`src/rtl/mbox_irq_pkg.sv`:
```
package mbox_irq_pkg;

    typedef enum logic {
        FLAG_IDLE    = 1'b0,
        FLAG_PENDING = 1'b1
    } flag_state_e;

    localparam int PORT_CNT = 2;

endpackage

```
`src/rtl/mbox_port_decode.sv`:
```
module mbox_port_decode #(
    parameter int                  ADDR_W  = 14,
    parameter logic [ADDR_W-1:0]   OWN_MB  = '1,
    parameter logic [ADDR_W-1:0]   PEER_MB = '0
) (
    input  logic              wr,
    input  logic              rd,
    input  logic [ADDR_W-1:0] addr,
    input  logic              busy,
    output logic              peer_set,
    output logic              own_clr
);

    logic hit_own;
    logic hit_peer;

    always_comb begin
        hit_own  = (addr == OWN_MB);
        hit_peer = (addr == PEER_MB);
        // a write into the peer's box raises its flag unless arbitration was lost
        peer_set = wr && hit_peer && !busy;
        // reading one's own box acknowledges, again only when not busy
        own_clr  = rd && hit_own && !busy;
    end

endmodule

```
`src/rtl/mbox_irq_flag.sv`:
```
module mbox_irq_flag
    import mbox_irq_pkg::*;
(
    input  logic clk,
    input  logic rst_n,
    input  logic set_req,
    input  logic clr_req,
    output logic irq_n
);

    flag_state_e st_q;
    flag_state_e st_d;

    always_comb begin
        st_d = st_q;
        unique case (st_q)
            FLAG_IDLE: begin
                if (set_req) st_d = FLAG_PENDING;           // RAISE
            end
            FLAG_PENDING: begin
                if (clr_req && !set_req) st_d = FLAG_IDLE;  // ACKNOWLEDGE
            end
            default: st_d = FLAG_IDLE;
        endcase
    end

    always_ff @(posedge clk or negedge rst_n) begin
        if (!rst_n) st_q <= FLAG_IDLE;
        else        st_q <= st_d;
    end

    always_ff @(posedge clk or negedge rst_n) begin
        if (!rst_n) irq_n <= 1'b1;
        else        irq_n <= (st_d != FLAG_PENDING);
    end

    AST_SET_RAISES:   assert property (@(posedge clk) disable iff (!rst_n) set_req |=> !irq_n);
    AST_CLR_RELEASES: assert property (@(posedge clk) disable iff (!rst_n) clr_req && !set_req |=> irq_n);
    AST_SET_WINS:     assert property (@(posedge clk) disable iff (!rst_n) set_req && clr_req |=> !irq_n);
    AST_LEVEL_HOLDS:  assert property (@(posedge clk) disable iff (!rst_n) !set_req && !clr_req |=> $stable(irq_n));

endmodule

```
`src/rtl/mbox_irq_ctrl.sv`:
```
module mbox_irq_ctrl
    import mbox_irq_pkg::*;
#(
    parameter int ADDR_W = 14
) (
    input  logic              clk,
    input  logic              rst_n,
    input  logic              p0_wr,
    input  logic              p0_rd,
    input  logic [ADDR_W-1:0] p0_addr,
    input  logic              p0_busy,
    input  logic              p1_wr,
    input  logic              p1_rd,
    input  logic [ADDR_W-1:0] p1_addr,
    input  logic              p1_busy,
    output logic              p0_irq_n,
    output logic              p1_irq_n
);

    localparam logic [ADDR_W-1:0] MB_RIGHT = {ADDR_W{1'b1}};
    localparam logic [ADDR_W-1:0] MB_LEFT  = MB_RIGHT - ADDR_W'(1);

    logic              wr_v   [PORT_CNT];
    logic              rd_v   [PORT_CNT];
    logic [ADDR_W-1:0] addr_v [PORT_CNT];
    logic              busy_v [PORT_CNT];
    logic              set_v  [PORT_CNT];
    logic              clr_v  [PORT_CNT];
    logic              irq_v  [PORT_CNT];

    assign wr_v[0]   = p0_wr;
    assign rd_v[0]   = p0_rd;
    assign addr_v[0] = p0_addr;
    assign busy_v[0] = p0_busy;
    assign wr_v[1]   = p1_wr;
    assign rd_v[1]   = p1_rd;
    assign addr_v[1] = p1_addr;
    assign busy_v[1] = p1_busy;

    for (genvar g = 0; g < PORT_CNT; g++) begin : g_port
        localparam logic [ADDR_W-1:0] OWN_MB  = (g == 1) ? MB_RIGHT : MB_LEFT;
        localparam logic [ADDR_W-1:0] PEER_MB = (g == 1) ? MB_LEFT  : MB_RIGHT;

        mbox_port_decode #(
            .ADDR_W  (ADDR_W),
            .OWN_MB  (OWN_MB),
            .PEER_MB (PEER_MB)
        ) u_dec (
            .wr       (wr_v[g]),
            .rd       (rd_v[g]),
            .addr     (addr_v[g]),
            .busy     (busy_v[g]),
            .peer_set (set_v[g]),
            .own_clr  (clr_v[g])
        );

        // the flag owned by port g is raised by the other port's decoder
        mbox_irq_flag u_flag (
            .clk     (clk),
            .rst_n   (rst_n),
            .set_req (set_v[PORT_CNT-1-g]),
            .clr_req (clr_v[g]),
            .irq_n   (irq_v[g])
        );
    end

    assign p0_irq_n = irq_v[0];
    assign p1_irq_n = irq_v[1];

    AST_BUSY_NO_SET_L: assert property (@(posedge clk) disable iff (!rst_n) p1_busy && p0_irq_n |=> p0_irq_n);
    AST_BUSY_NO_SET_R: assert property (@(posedge clk) disable iff (!rst_n) p0_busy && p1_irq_n |=> p1_irq_n);
    AST_BUSY_NO_CLR_L: assert property (@(posedge clk) disable iff (!rst_n) p0_busy && !p0_irq_n |=> !p0_irq_n);
    AST_BUSY_NO_CLR_R: assert property (@(posedge clk) disable iff (!rst_n) p1_busy && !p1_irq_n |=> !p1_irq_n);

endmodule

```
`config.mk`:
```
export PLATFORM = sky130hd
export DESIGN_NAME = mbox_irq_ctrl
export DESIGN_NICKNAME = d
export VERILOG_FILES = /design/src/rtl/mbox_irq_pkg.sv /design/src/rtl/mbox_port_decode.sv /design/src/rtl/mbox_irq_flag.sv /design/src/rtl/mbox_irq_ctrl.sv
export SDC_FILE = /design/constraint.sdc
export NUM_CORES = 1
export LEC_CHECK = 0
export CORE_AREA = 2 2 39 41
export CTS_CLUSTER_DIAMETER = 50
export DETAILED_ROUTE_END_ITERATION = 10
export DIE_AREA = 0 0 41 43
export PLACE_DENSITY = 0.67
export REMOVE_ABC_BUFFERS = 1
export SETUP_SLACK_MARGIN = 0.15
export SLEW_MARGIN = 20
export SYNTH_ARGS = -nofsm -noshare
export SYNTH_HDL_FRONTEND = slang
export SYNTH_SLANG_ARGS = --single-unit
```
`constraint.sdc`:
```
create_clock -name clk -period 1 [get_ports clk]
set_input_delay 0.15 -clock clk [delete_from_list [all_inputs] [get_ports clk]]
set_output_delay 0.15 -clock clk [all_outputs]
set_load 0.02 [all_outputs]
```
# == Word level (Yosys, flattened, before mapping) ==
# Cells that the tools add are included.
# word_totals
word_cells,32
out_inout_bits,2
ff_bits,4
inputBits,36
# classes
bitwise_logic,4
mux,6
eq_ne,4
reduce_logical,14
# ops
op,n
14-bit equality test (second input constant),4
1-bit logical AND,10
1-bit logical NOT,4
1-bit two-way mux,4
1-bit inverter,4
1-bit case mux with 2 select lines,2

# == Depth between registers and ports, before layout ==
# logic_depth
ltp_word,8
depth_mapped,3
ltp_nobuf,3

# == Hierarchy ==
# A second synthesis with hierarchy kept.
# hier_totals
hier_cells,24
hier_area_um2,232.7
# modules_own_cells
module,cells_each,area_each_um2,seq_area_each_um2,instances
mbox_irq_flag,5,67.6,51.3,2
mbox_port_decode,7,48.8,0.0,2

# == Worst setup path after synthesis ==
# No wires, ideal clock.
# synth_timing
path_kind,input-to-reg
from,input p0_busy
to,register g_port[0].u_flag.st_q
required_time_ns,0.882
setup_ns,0.118
n_path_buf,0
setup_slack_ns,-0.144
path_stages,3
t_arrival_ns,1.026
cell_sequence,nand4b_1 or4_1 a21o_1
# synth_via
elab_chain_len,5
# synth_rtl
element,line_no,rtl
start: declaration,mbox_irq_ctrl.sv:11,"input logic p0_busy,"
1-bit logical NOT,mbox_port_decode.sv:23,own_clr = rd && hit_own && !busy;
1-bit logical AND,mbox_port_decode.sv:23,
1-bit logical AND,mbox_irq_flag.sv:21,if (clr_req && !set_req) st_d = FLAG_IDLE;
1-bit two-way mux,mbox_irq_flag.sv:21,
1-bit case mux with 2 select lines,mbox_irq_flag.sv:16,unique case (st_q)
net g_port[0].u_flag.st_d,mbox_irq_flag.sv:12,flag_state_e st_d;
end signal: assignment,mbox_irq_flag.sv:29,else st_q <= st_d;
end: declaration,mbox_irq_flag.sv:11,flag_state_e st_q;
# The timed path passes the listed nets, and every way through them passes these cells.

# == Worst setup path after layout ==
# layout_timing
from,register g_port[1].u_flag.irq_n
to,output p1_irq_n
# layout_lines
element,line_no,rtl
start: declaration,mbox_irq_flag.sv:8,output logic irq_n
start signal: assignment,mbox_irq_flag.sv:34,else irq_n <= (st_d != FLAG_PENDING);
end: declaration,mbox_irq_ctrl.sv:17,output logic p1_irq_n
# No word-level cell between the ends.

==> results.py <==
metrics = {
    "outcome": {
        "status": "finished, violations left",
        "failed_checks": "setup timing",
    },
    "critical_path": {
        "cp.required_ps": 850,
        "cp_max_fo": 1,
        "end_kind": "output port",
        "cpPeakStageDelay_ps": 520,
        "worst_path_max_delay_cell": "dfstp_2",
        "crit_path_start_kind": "register",
        "path_class": "reg2out",
        "critPathBufInv": 1,
        "r2r-start": "g_port[1].u_flag.st_q",
        "worstPathArrival_ps": 860,
        "crit_start": "g_port[1].u_flag.irq_n",
        "path_cells": "buf_6",
        "path_delay_family": "flip-flops",
    },
    "global_routing": {
        "gr-max-usage-layer": "met2",
        "met3_usage_pct": 1.57,
        "grt_pass1_vias": 443,
        "antenna_found_initial": 0,
        "overflow": 0,
        "grt_pass1_wl_mm": 1.66,
        "grt_max_degree": 5,
        "grt.total_usage_pct": 13.6,
        "grtUsageMet2_pct": 24.4,
        "use_met1_pct": 13.7,
    },
    "synth": {
        "synth_area_sq_um": 234,
        "yosysTopAreaCell": "dfstp_2",
        "netlist.area_leader.share_pct": 22.5,
        "synth_seq_cells": 4,
        "ys.flop_type": "dfstp_2",
        "yosysUniqueCellTypes": 12,
        "synth_edf_count": 0,
        "async_flop_share_pct": 100,
        "ys_top_cells_by_count": "nand4_1, nand4b_1",
        "yosys_warnings": 0,
        "yosysSeqAreaShare_pct": 43.9,
        "syn_inst": 22,
        "synth_most_common_cell": "nand4_1",
        "synth_area_leaders": "dfstp_2, dfrtp_1, nand4_1",
        "syn-mean-instance-area_sq_um": 10.6,
    },
    "detailed_routing": {
        "drc": 0,
        "drt-vias-per-instance": 4.67,
        "firstDrtPassIters": 4,
        "wl_per_cell_um": 11.7,
        "wl_um": 982,
        "vias": 392,
        "drt_iter0_drc": 6,
        "ant_nets": 0,
    },
    "power_and_ir_drop": {
        "powerDensity_mw_per_mm2": 790,
        "power.leakage_nw": 0.308,
        "p_clk_share_pct": 43.1,
        "seq_power_share_pct": 31.9,
        "max-vdd-ir-drop_mv": 0.249,
        "switching_share_pct": 20.0,
        "intPower_mw": 0.410,
        "power_frac_comb_pct": 25.0,
        "p_total_mw": 0.513,
        "switching_power_mw": 0.103,
    },
    "finish": {
        "stdcell_area_sq_um": 649,
        "areaGrowthSynthToFinish_pct": 178,
        "drive_above_1_share_pct": 66.2,
        "antenna_cells": 0,
        "final_core_util_pct": 46.9,
        "nets": 105,
        "fillers": 151,
        "regArea_sq_um": 103,
        "multi_input_area_sq_um": 155,
    },
    "timing": {
        "fmax_mhz": 994,
        "worstMarginPinSlew_ps": 226,
        "max_slew_margin_pct": 84.8,
        "period_share_pct": 101,
        "finalMaxSlewViolations": 0,
        "finalSetupViolCount": 2,
        "fin_crit_ps": 1010,
        "setup_ws_ps": -5.93,
        "clock_skew_ps": 8.10,
        "hold_viol_final": 0,
        "grt_setup_unrepaired": "yes",
    },
    "die": {
        "start_util_pct": 16.9,
        "fp.coreArea_sq_mm": 0.00138,
        "rows": 14,
        "die_x_um": 41,
        "dieArea_sq_mm": 0.00176,
        "die-height_um": 43,
        "ios": 38,
    },
    "clock_network": {
        "cts_hold_buffers": 0,
        "clock_sinks": 4,
        "cts_tree": "built",
        "clk_path_buf_depth": 2,
        "cts_buffers": 3,
        "clkTransAtPathRegs_ps": 40,
        "clock_latency_ps": 240,
        "cts-root-buf": "clkbuf_4",
        "htreeDepth": 1,
    },
    "placed_design": {
        "placed_cell_area_sq_um": 647,
        "gp_congestion": 0.612,
        "io_buffers": 37,
    },
    "run": {
        "maxCapViolCount": 0,
    },
    "hold_path": {
        "hold_path.class": "in2async",
    },
}
[timing repair]
| action | in CTS | in global routing |
|---|---|---|
| gates cloned | 0 | 0 |
| resized for setup | 78 | 44 |
| pin swaps | 13 | 16 |
| setup endpoints to repair | 6 | 6 |
| setup buffers | 1 | 1 |
[cells in the final DEF, fill, tap and decap left out, drive strengths merged]
| cell | Yosys | routed |
|---|---|---|
| dlygate4sd2 | 0 | 2 |
| a32oi | 1 | 1 |
| nand4bb | 1 | 1 |
| nand4 | 5 | 5 |
| dlymetal6s2s | 0 | 1 |
| a21oi | 1 | 1 |
| clkdlybuf4s50 | 0 | 2 |
| nand2 | 1 | 1 |
| or4 | 2 | 2 |
| a32o | 1 | 1 |
| buf | 0 | 23 |
| nor4 | 2 | 2 |
| a21o | 1 | 1 |
| nand4b | 3 | 3 |
| clkdlybuf4s15 | 0 | 2 |
| clkbuf | 0 | 16 |
| dfstp | 2 | 2 |
| dfrtp | 2 | 2 |
[cell type report]
type	count	area share [%]
Timing Repair Buffer	42	53.2
Multi-Input combinational cell	18	23.9
Sequential cell	4	15.8
Clock buffer	4	4.05
Tap cell	16	3.08
[layer usage]
layer  up-vias  wire (um)
met5         -          0
met4         0          0
met3         0         68
met2        16        562
met1       184        351
li1        192          -
[power by group through the flow]
| stage | logic (mW) | clock network (mW) | registers (mW) |
|---|---|---|---|
| detailed placement | 0.157 | 0 | 0.165 |
| CTS | 0.118 | 0.235 | 0.163 |
| finish | 0.128 | 0.221 | 0.163 |
| floorplan | 0.0107 | 0 | 0.165 |
| global placement | 0.155 | 0 | 0.165 |
| global route | 0.141 | 0.248 | 0.163 |
[worst paths after layout]
| path | to | slack, ps | cells after the start |
|---|---|---|---|
| max | p1_irq_n | -6 | 1 |
| min | g_port[1].u_flag.st_q | 110 | 1 |
| max reg2reg | g_port[1].u_flag.st_q | 290 | 1 |
| min reg2reg | g_port[1].u_flag.irq_n | 430 | 1 |
| max in group asynchronous | g_port[0].u_flag.irq_n | 650 | 1 |
| min in group clk | g_port[1].u_flag.irq_n | 170 | 3 |
[flip-flops by register name, indices dropped and copies added, names as in the netlist]
register,flops
g_port.u_flag.irq_n,2
g_port.u_flag.st_q,2
[kinds of logic after synthesis]
| logic type | count (synthesis) | synth area share (%) |
|---|---|---|
| AOI/OAI and AO/OA | 4 | 13.4 |
| and+or+nand+nor | 14 | 42.8 |
| DFF | 4 | 43.9 |
[stage by stage]
step	instances	setup WS, ps	TNS [ps]	hold WS, ps
after global routing	84	-38.0	-114	109
after detailed placement	78	-626	-2820	367
after CTS	83	-33.9	-85.2	110
final	84	-5.93	-7.59	110
after floorplan	22	-144	-315	-146
after global placement	78	-602	-2700	362
Note: power is estimated with default switching activity, not from simulation.
